### config.mk
export PLATFORM = sky130hd
export DESIGN_NAME = dma_chan_regs
export DESIGN_NICKNAME = d
export VERILOG_FILES = /design/src/rtl/dma_chan_pkg.sv /design/src/rtl/dma_ptr.sv /design/src/rtl/dma_cnt.sv /design/src/rtl/dma_chan_regs.sv
export SDC_FILE = /design/constraint.sdc
export NUM_CORES = 1
export LEC_CHECK = 0
export BUFFER_PORTS_ARGS = -buffer_cell sky130_fd_sc_hd__clkbuf_2
export CORE_ASPECT_RATIO = 1.75
export CORE_UTILIZATION = 57
export DETAILED_ROUTE_END_ITERATION = 6
export PLACE_DENSITY_LB_ADDON = 0.1
export SLEW_MARGIN = 0
export SYNTH_ARGS = -nofsm -noshare
export SYNTH_HDL_FRONTEND = slang
export SYNTH_SLANG_ARGS = --single-unit
### constraint.sdc
create_clock -name clk -period 4.7 [get_ports clk]
set_input_delay 0.47 -clock clk [delete_from_list [all_inputs] [get_ports clk]]
set_output_delay 0.47 -clock clk [all_outputs]
set_load 0.005 [all_outputs]
### src/rtl/dma_chan_pkg.sv
package dma_chan_pkg;
   typedef enum logic [1:0] {
      SEL_SRC  = 2'd0,
      SEL_DST  = 2'd1,
      SEL_CNT  = 2'd2,
      SEL_NONE = 2'd3
   } reg_sel_e;

   typedef struct packed {
      logic en;
      logic src_fwd;
      logic dst_fwd;
      logic rpt;
      logic wide;
   } chan_ctl_t;
endpackage

### src/rtl/dma_ptr.sv
module dma_ptr #(
   parameter int ADDR_W = 20,
   parameter int REG_W  = 24
) (
   input  logic              clk,
   input  logic              rst_n,
   input  logic              wr,
   input  logic              fwd,
   input  logic              en,
   input  logic [REG_W-1:0]  wdata,
   input  logic              load,
   input  logic              step,
   input  logic [1:0]        inc,
   output logic [REG_W-1:0]  rdata,
   output logic [ADDR_W-1:0] addr
);
   localparam int PAD_W = REG_W - ADDR_W;

   logic [ADDR_W-1:0] prog_q;
   logic [ADDR_W-1:0] work_q;
   logic              accept;

   assign accept = wr && (fwd || !en);

   always_ff @(posedge clk) begin
      if (accept) prog_q <= wdata[ADDR_W-1:0];
   end

   always_ff @(posedge clk) begin
      if (load)              work_q <= prog_q;
      else if (step && fwd)  work_q <= work_q + ADDR_W'(inc);
   end

   assign addr  = (fwd && en) ? work_q : prog_q;
   assign rdata = {{PAD_W{1'b0}}, addr};

   // a fixed pointer is locked while the channel runs
   a_r2_fixed_locked: assert property (@(posedge clk) disable iff (!rst_n)
      (wr && !fwd && en) |=> $stable(prog_q));

   // enable or repeat reload restores the working copy
   a_r6_work_restore: assert property (@(posedge clk) disable iff (!rst_n)
      load |=> (work_q == $past(prog_q)));
endmodule

### src/rtl/dma_cnt.sv
module dma_cnt #(
   parameter int CNT_W = 16,
   parameter int REG_W = 24
) (
   input  logic             clk,
   input  logic             rst_n,
   input  logic             wr,
   input  logic [REG_W-1:0] wdata,
   input  logic             load,
   input  logic             step,
   input  logic             rpt,
   output logic [CNT_W-1:0] count,
   output logic             underflow
);
   logic [CNT_W-1:0] reload_q;
   logic [CNT_W-1:0] count_q;

   assign underflow = step && (count_q == '0);

   always_ff @(posedge clk) begin
      if (wr) reload_q <= wdata[CNT_W-1:0];
   end

   always_ff @(posedge clk) begin
      if (load || (underflow && rpt)) count_q <= reload_q;
      else if (step)                  count_q <= count_q - 1'b1;
   end

   assign count = count_q;

   // a counter write only touches the shadow register
   a_r5_shadow_only: assert property (@(posedge clk) disable iff (!rst_n)
      (wr && !load && !step) |=> $stable(count_q));

   // enabling copies the shadow into the live count
   a_r6_enable_reload: assert property (@(posedge clk) disable iff (!rst_n)
      load |=> (count_q == $past(reload_q)));

   // ordinary strobes count down by one
   a_r7_count_down: assert property (@(posedge clk) disable iff (!rst_n)
      (step && !load && (count_q != '0)) |=> (count_q == $past(count_q) - 1'b1));

   // repeat underflow refills the counter
   a_r10_repeat_refill: assert property (@(posedge clk) disable iff (!rst_n)
      (underflow && rpt && !load) |=> (count_q == $past(reload_q)));
endmodule

### src/rtl/dma_chan_regs.sv
module dma_chan_regs
   import dma_chan_pkg::*;
#(
   parameter int ADDR_W    = 20,
   parameter int REG_W     = 24,
   parameter int CNT_W     = 16,
   parameter bit WIDE_UNIT = 1'b1
) (
   input  logic              clk,
   input  logic              rst_n,
   input  logic              reg_wr,
   input  logic [1:0]        reg_sel,
   input  logic [REG_W-1:0]  reg_wdata,
   output logic [REG_W-1:0]  reg_rdata,
   input  logic              ctl_wr,
   input  logic              ctl_en,
   input  logic              ctl_src_fwd,
   input  logic              ctl_dst_fwd,
   input  logic              ctl_repeat,
   input  logic              ctl_wide,
   input  logic              xfer_strobe,
   output logic              chan_en,
   output logic              done,
   output logic [ADDR_W-1:0] src_addr,
   output logic [ADDR_W-1:0] dst_addr
);
   localparam int NPTR  = 2;
   localparam int CPAD  = REG_W - CNT_W;

   if (ADDR_W > REG_W) begin : g_bad_addr
      $error("ADDR_W must not exceed REG_W");
   end
   if (CNT_W > REG_W) begin : g_bad_cnt
      $error("CNT_W must not exceed REG_W");
   end

   chan_ctl_t        ctl_q;
   logic             done_q;
   logic             start;
   logic             step;
   logic             uf;
   logic             ptr_load;
   logic [1:0]       inc;
   logic [CNT_W-1:0] cnt_val;
   reg_sel_e         sel;

   logic [NPTR-1:0]   ptr_fwd;
   logic [NPTR-1:0]   ptr_wr;
   logic [REG_W-1:0]  ptr_rdata [NPTR];
   logic [ADDR_W-1:0] ptr_addr  [NPTR];

   assign sel      = reg_sel_e'(reg_sel);
   assign start    = ctl_wr && ctl_en && !ctl_q.en;
   assign step     = xfer_strobe && ctl_q.en && !ctl_wr;
   assign ptr_load = start || (uf && ctl_q.rpt);

   if (WIDE_UNIT) begin : g_unit_var
      assign inc = ctl_q.wide ? 2'd2 : 2'd1;
   end else begin : g_unit_byte
      assign inc = 2'd1;
   end

   always_ff @(posedge clk) begin
      if (!rst_n) begin
         ctl_q  <= '0;
         done_q <= 1'b0;
      end else begin
         done_q <= uf;
         if (ctl_wr) begin
            ctl_q.en      <= ctl_en;
            ctl_q.src_fwd <= ctl_src_fwd;
            ctl_q.dst_fwd <= ctl_dst_fwd;
            ctl_q.rpt     <= ctl_repeat;
            ctl_q.wide    <= ctl_wide;
         end else if (uf && !ctl_q.rpt) begin
            ctl_q.en      <= 1'b0;
         end
      end
   end

   assign ptr_fwd = {ctl_q.dst_fwd, ctl_q.src_fwd};

   for (genvar g = 0; g < NPTR; g++) begin : g_ptr
      assign ptr_wr[g] = reg_wr && (reg_sel == 2'(g));
      dma_ptr #(.ADDR_W(ADDR_W), .REG_W(REG_W)) u_ptr (
         .clk   (clk),
         .rst_n (rst_n),
         .wr    (ptr_wr[g]),
         .fwd   (ptr_fwd[g]),
         .en    (ctl_q.en),
         .wdata (reg_wdata),
         .load  (ptr_load),
         .step  (step),
         .inc   (inc),
         .rdata (ptr_rdata[g]),
         .addr  (ptr_addr[g])
      );
   end

   dma_cnt #(.CNT_W(CNT_W), .REG_W(REG_W)) u_cnt (
      .clk       (clk),
      .rst_n     (rst_n),
      .wr        (reg_wr && (sel == SEL_CNT)),
      .wdata     (reg_wdata),
      .load      (start),
      .step      (step),
      .rpt       (ctl_q.rpt),
      .count     (cnt_val),
      .underflow (uf)
   );

   always_comb begin
      unique case (sel)
         SEL_SRC: reg_rdata = ptr_rdata[0];
         SEL_DST: reg_rdata = ptr_rdata[1];
         SEL_CNT: reg_rdata = {{CPAD{1'b0}}, cnt_val};
         default: reg_rdata = '0;
      endcase
   end

   assign chan_en  = ctl_q.en;
   assign done     = done_q;
   assign src_addr = ptr_addr[0];
   assign dst_addr = ptr_addr[1];

   // single-shot underflow stops the channel with a pulse
   a_r9_single_stop: assert property (@(posedge clk) disable iff (!rst_n)
      (step && (cnt_val == '0) && !ctl_q.rpt) |=> (!chan_en && done));

   // repeat underflow keeps running with a pulse
   a_r10_repeat_run: assert property (@(posedge clk) disable iff (!rst_n)
      (step && (cnt_val == '0) && ctl_q.rpt) |=> (chan_en && done));

   // no done pulse can follow an idle cycle
   a_r11_idle_quiet: assert property (@(posedge clk) disable iff (!rst_n)
      (!chan_en || ctl_wr) |=> !done);
endmodule

==> flow_summary.json, run 1 <==
{
  "ys_seq_area_share_pct": 55.99,
  "antenna_found_initial": 0,
  "cts_root_buf": "clkbuf_16",
  "syn_inst": 526,
  "leakagePower_nw": 2.730,
  "path_cells": "nand2_1 > mux2_2 > mux2_2 > a22o_1 > clkbuf_2",
  "ys_ff_latch": 118,
  "dpl_cell_area_sq_mm": 0.006773,
  "cp-start-kind": "register",
  "switching_share_pct": 21.59,
  "synth.distinct_cells": 44,
  "postSynthAreaPerCell_sq_um": 11.83,
  "cts.sinks": 118,
  "yosys.cell_count.top_type": "edfxtp_1",
  "fin_setup_tns_ns": 0,
  "cts_setup_buffers": 0,
  "drtIter0Drc": 304,
  "synth_area_leader_cell": "edfxtp_1",
  "track_usage_pct": 29.03,
  "irDropWorstVdd_mv": 0.3323,
  "rsz0062_at_grt": "no",
  "dp_slack_ns": 1.497,
  "critPathArrivalTime_ns": 2.75,
  "synth_common_cells": "112 x edfxtp_1, 82 x nand2_1, 56 x o21ai_0, 49 x mux2_2, 26 x xor2_1",
  "slew_viol_final": 0,
  "crit_type": "reg2out",
  "core_area_sq_mm": 0.01064,
  "final.period_utilization_pct": 68.55,
  "grt_pass1_wl_mm": 23.77,
  "vias_per_cell": 5.950,
  "die_x_microns": 80.97,
  "port_buffers": 93,
  "cts_hold_buffers": 0,
  "wire_per_inst_microns": 20.35,
  "p_int_mw": 2.308,
  "vias": 4534,
  "final_antenna_net_count": 0,
  "power_frac_comb_pct": 8.5,
  "clk_pin_slew_worst_paths_ns": 0.05,
  "start_util_pct": 58.49,
  "crit_required_ns": 4.23,
  "wirelength_mm": 15.50,
  "clk_latency_ns": 0.42,
  "die-area_sq_mm": 0.01135,
  "rows": 50,
  "numCtsBuffers": 17,
  "cp_slowest_cell": "nand2_1",
  "grt_pass1_vias": 4455,
  "synth_ff_type": "edfxtp_1",
  "synth_top_area_share_pct": 54.06,
  "dp_hpwl_mm": 10.85,
  "drive_gt1_share_pct": 29.27,
  "max_cap_violations": 0,
  "clk_path_buf_depth": 2,
  "ys_warn_count": 0,
  "clock_power_share_pct": 48.7,
  "worstMarginPinSlew_ns": 1.195,
  "synth_edf_count": 112,
  "io_pins": 102,
  "yosys-top-cells-area": "edfxtp_1 54%, mux2_2 8.9%, nand2_1 4.9%",
  "die_h_microns": 140.2,
  "drc": 0,
  "syn_area_sq_mm": 0.006221,
  "period_minus_slack_ns": 3.222,
  "seqPwrFrac_pct": 42.8,
  "power.density_mw_per_mm2": 396.8,
  "p_switching_mw": 0.6354,
  "finalSetupViolCount": 0,
  "async_flop_share_pct": 0,
  "fin_nets": 663,
  "end_kind": "output port",
  "setup_ws_ns": 1.478,
  "skew_ns": 0.009162,
  "path_max_fanout": 21,
  "gp_congestion": 0.9305,
  "slew_headroom_pct": 20.27,
  "p_total_mw": 2.943,
  "cts_tree": "done",
  "hold_viol_final": 0,
  "cts.repair.resized": 0,
  "grt_max_degree": 81,
  "status": "complete, no violations",
  "area_growth_syn_to_layout_pct": 19.23,
  "slowest_delay_ns": 0.67,
  "htreeDepth": 4,
  "cp_common_cell": "mux2_2",
  "num-fill-cells": 814,
  "hp-class": "in2reg",
  "firstDrtPassIters": 5,
  "antenna_cells": 0,
  "grt_overflow": 0,
  "max_freq_mhz": 310.4,
  "stdcell_area_sq_mm": 0.007417
}
[state kept, by name, summed over array words and instances, names as in the netlist]
signal	count
chan_en	1
ctl_q	4
done	1
g_ptr.u_ptr.prog_q	40
g_ptr.u_ptr.work_q	40
u_cnt.count	16
u_cnt.reload_q	16
[critical path, delay by kind of cell (launching register included)]
| kind | cells | cell delay [ns] |
|---|---|---|
| AOI/OAI and AO/OA | 1 | 0.21 |
| DFF | 1 | 0.46 |
| muxes | 2 | 0.87 |
| buffers and inverters | 1 | 0.11 |
| and+or+nand+nor | 1 | 0.67 |
[kinds of logic after synthesis]
group | Yosys count | synth area share, %
xor gates and xnor gates | 50 | 7.039
DFF | 118 | 55.99
buffers and inverters | 40 | 3.299
other | 1 | 0.06028
AOI/OAI and AO/OA | 84 | 8.166
and+or+nand+nor | 165 | 12.79
muxes | 60 | 10.80
adders and majority gates | 8 | 1.850
[power groups by stage]
| stage | clock, mW | sequential, mW | combinational (mW) |
|---|---|---|---|
| floorplan | 0 | 1.27 | 0.160 |
| finish | 1.43 | 1.26 | 0.249 |
| detailed placement | 0 | 1.28 | 0.246 |
| global route | 1.48 | 1.27 | 0.274 |
| global placement | 0 | 1.28 | 0.240 |
| CTS | 1.44 | 1.26 | 0.249 |
[placed cells by master (no fill, tap or decap), types with 2 or more instances in the layout]
cell type and instances:
edfxtp_1 112, clkbuf_2 93, nand2_1 82, o21ai_0 55, mux2_2 49, xor2_1 26
xnor2_1 24, nor2_1 17, clkbuf_16 17, nand3_1 12, inv_1 11, a22o_1 10
nand4_1 10, nor3_1 10, mux2i_1 9, a21oi_1 7, and3_1 7, buf_4 7
o2bb2ai_1 6, ha_1 6, dfxtp_1 6, bufinv_16 6, conb_1 4, clkbuf_1 4
nand2b_1 3, and4_1 3, nor2b_1 3, clkinv_1 3, or4_4 2, nor4b_1 2
nand3b_1 2, nor4_1 2, mux2_4 2, o21bai_2 2, fa_1 2
[worst paths after layout]
| kind | to | startpoint | slack, ns | cells after the start |
|---|---|---|---|---|
| worst max-delay path | reg_rdata[14] | chan_en | 1.48 | 5 |
| worst min-delay path | g_ptr[0].u_ptr.prog_q[19] | reg_wdata[19] | 0.25 | 1 |
| worst max register to register | g_ptr[0].u_ptr.work_q[0] | u_cnt.count[3] | 1.48 | 5 |
| worst min register to register | u_cnt.count[1] | u_cnt.reload_q[1] | 0.52 | 2 |
[stage by stage]
stage	hold slack (ns)	cells	util [%]
2_1_floorplan	0.4765	529	-
3_3_place_gp	0.5012	730	63.68
3_5_place_dp	0.5137	730	63.68
4_1_cts	0.2432	762	69.74
5_1_grt	0.2482	762	69.74
6_report	0.2479	762	69.74
[area by class of cell]
type	instances	area [sq um]	area share [%]
Sequential cell	118	3483	46.96
Multi-Input combinational cell	371	2567	34.62
Timing Repair Buffer	100	518.0	6.984
Clock buffer	21	440.4	5.938
Clock inverter	11	203.9	2.750
Tap cell	130	162.7	2.193
Inverter	11	41.29	0.5567
[per-layer routing]
| layer | track usage, % | wire [microns] | vias up |
|---|---|---|---|
| li1 | - | - | 2120 |
| met1 | 35.20 | 6032 | 2236 |
| met2 | 49.98 | 8298 | 152 |
| met3 | 4.821 | 815 | 26 |
| met4 | 12.03 | 357 | 0 |
| met5 | 0 | 0 | - |
No activity file was read; power rests on OpenSTA's default activity.
==> inputs of run 2 (changes only) <==
--- a/config.mk
+++ b/config.mk
@@ -7,7 +7,7 @@
 export LEC_CHECK = 0
 export BUFFER_PORTS_ARGS = -buffer_cell sky130_fd_sc_hd__clkbuf_2
 export CORE_ASPECT_RATIO = 1.75
-export CORE_UTILIZATION = 57
+export CORE_UTILIZATION = 51
 export DETAILED_ROUTE_END_ITERATION = 6
 export PLACE_DENSITY_LB_ADDON = 0.1
 export SLEW_MARGIN = 0
==> constraint.sdc (replaced) <==
create_clock -name clk -period 2.85 [get_ports clk]
set_input_delay 0.285 -clock clk [delete_from_list [all_inputs] [get_ports clk]]
set_output_delay 0.285 -clock clk [all_outputs]
set_load 0.005 [all_outputs]
==> flow_summary.json, run 2 (synthesis gave the netlist of run 1 again) <==
{
  "hold_viol_final": 0,
  "p_switching_mw": 1.045,
  "max_freq_mhz": 368.9,
  "drive_gt1_share_pct": 31.38,
  "rsz0062_at_grt": "no",
  "slowest_delay_ns": 0.60,
  "track_usage_pct": 27.13,
  "core_area_sq_mm": 0.01194,
  "vias": 4594,
  "clk_pin_slew_worst_paths_ns": 0.05,
  "worstMarginPinSlew_ns": 1.066,
  "clk_latency_ns": 0.41,
  "r2r_cells": 6,
  "final_common_cell": "edfxtp_1",
  "period_minus_slack_ns": 2.711,
  "end_kind": "register",
  "fin_nets": 681,
  "cts_setup_buffers": 0,
  "status": "complete, no violations",
  "dp_hpwl_mm": 11.71,
  "irDropWorstVdd_mv": 0.4568,
  "layout_common_cells": "112 x edfxtp_1, 93 x clkbuf_2, 82 x nand2_1",
  "leakagePower_nw": 2.809,
  "skew_ns": 0.008553,
  "dp_cells": 755,
  "area_growth_syn_to_layout_pct": 21.40,
  "power_frac_comb_pct": 9.8,
  "power.density_mw_per_mm2": 608.8,
  "max_cap_violations": 0,
  "cts_root_buf": "clkbuf_16",
  "grt_overflow": 0,
  "port_buffers": 93,
  "cp_slowest_cell": "or4_4",
  "htreeDepth": 4,
  "final_cells": 787,
  "cpLargestDelayFamily": "simple AND/OR/NAND/NOR gates",
  "antenna_found_initial": 0,
  "r2r_setup_slack_ns": 0.14,
  "reg.largest.list": "g_ptr.u_ptr.prog_q: 40 flops, g_ptr.u_ptr.work_q: 40 flops",
  "clock_power_share_pct": 45.1,
  "wire_per_inst_microns": 20.71,
  "grt_pass1_wl_mm": 25.11,
  "cts_tree": "done",
  "crit_type": "reg2reg",
  "grt_max_degree": 41,
  "grt_pass1_vias": 4628,
  "gp_congestion": 0.9268,
  "p_int_mw": 3.553,
  "rr_endpoint": "g_ptr[0].u_ptr.work_q[10]",
  "clk_path_buf_depth": 2,
  "hp-class": "in2reg",
  "cp.depth": 6,
  "critPathArrivalTime_ns": 2.86,
  "cp_common_cell": "or4_4",
  "die_x_microns": 85.49,
  "r2r-start": "u_cnt.count[3]",
  "numCtsBuffers": 17,
  "fin_setup_tns_ns": 0,
  "wirelength_mm": 16.30,
  "rows": 53,
  "cts_hold_buffers": 0,
  "die-area_sq_mm": 0.01266,
  "cp-start-kind": "register",
  "hold_slack_ns": 0.07322,
  "die_h_microns": 148.1,
  "slew_viol_final": 0,
  "endpoint": "g_ptr[0].u_ptr.work_q[10]",
  "antenna_cells": 0,
  "final_antenna_net_count": 0,
  "whs_path_depth": 1,
  "io_pins": 102,
  "firstDrtPassIters": 4,
  "switching_share_pct": 22.72,
  "drtIter0Drc": 371,
  "cp_num_buf_inv": 2,
  "start_util_pct": 52.12,
  "path_max_fanout": 40,
  "vias_per_cell": 5.837,
  "drc": 0,
  "crit_required_ns": 3.00,
  "path_cells": "or4_4 > or4_4 > o31ai_4 > buf_12 > buf_4 > o21ai_0",
  "cts.sinks": 118,
  "seqPwrFrac_pct": 45.1,
  "final.period_utilization_pct": 95.11,
  "finalSetupViolCount": 0,
  "startpoint": "u_cnt.count[3]",
  "cts.repair.resized": 0,
  "slew_headroom_pct": 27.93
}
[run 2: routing by layer]
metal  up-vias  routed length, microns  track usage, %
li1       2156                       -               -
met1      2226                    6400           31.93
met2       179                    8611           48.08
met3        33                     835           5.216
met4         0                     447           11.08
met5         -                       0               0
[run 2: worst register-to-register path, cell delays in order, from the launching register on]
cell and delay (ns):
edfxtp_1 0.40, or4_4 0.60, or4_4 0.54, o31ai_4 0.34, buf_12 0.24, buf_4 0.21, o21ai_0 0.11
[run 2: power by group through the flow]
stage	sequential, mW	clock [mW]	combinational (mW)
2_1_floorplan	2.09	0	0.266
6_report	2.07	2.07	0.449
5_1_grt	2.08	2.18	0.491
3_5_place_dp	2.11	0	0.448
3_3_place_gp	2.10	0	0.439
4_1_cts	2.07	2.10	0.452
[run 2: how the worst min path moves through the flow]
stage                  start                        end  slack (ns)
6_report       reg_wdata[18]  g_ptr[1].u_ptr.prog_q[18]        0.07
5_1_grt        reg_wdata[18]  g_ptr[1].u_ptr.prog_q[18]        0.05
4_1_cts        reg_wdata[18]  g_ptr[1].u_ptr.prog_q[18]        0.06
3_5_place_dp   reg_wdata[18]  g_ptr[1].u_ptr.prog_q[18]        0.49
3_3_place_gp   reg_wdata[17]  g_ptr[1].u_ptr.prog_q[17]        0.48
2_1_floorplan   reg_wdata[0]   g_ptr[0].u_ptr.prog_q[0]        0.38
[run 2: layout make-up]
type	count	area, sq um
clock buffers	19	432.9
clock inverters	13	137.6
fillers	980	4384
inverters	11	41.29
multi-input cells	371	2582
flip-flops and latches	118	3483
well taps	137	171.4
repair buffers	118	703.2
[run 2: stage by stage]
stage	util, %	area [sq um]	total power [mW]	setup slack [ns]
6_report	63.27	7552	4.598	0.1395
5_1_grt	63.27	7552	4.750	0.02749
4_1_cts	63.27	7552	4.628	0.1387
3_5_place_dp	58.49	6982	2.553	0.1539
3_3_place_gp	58.49	6982	2.540	0.1803
2_1_floorplan	-	6251	2.356	0.05987
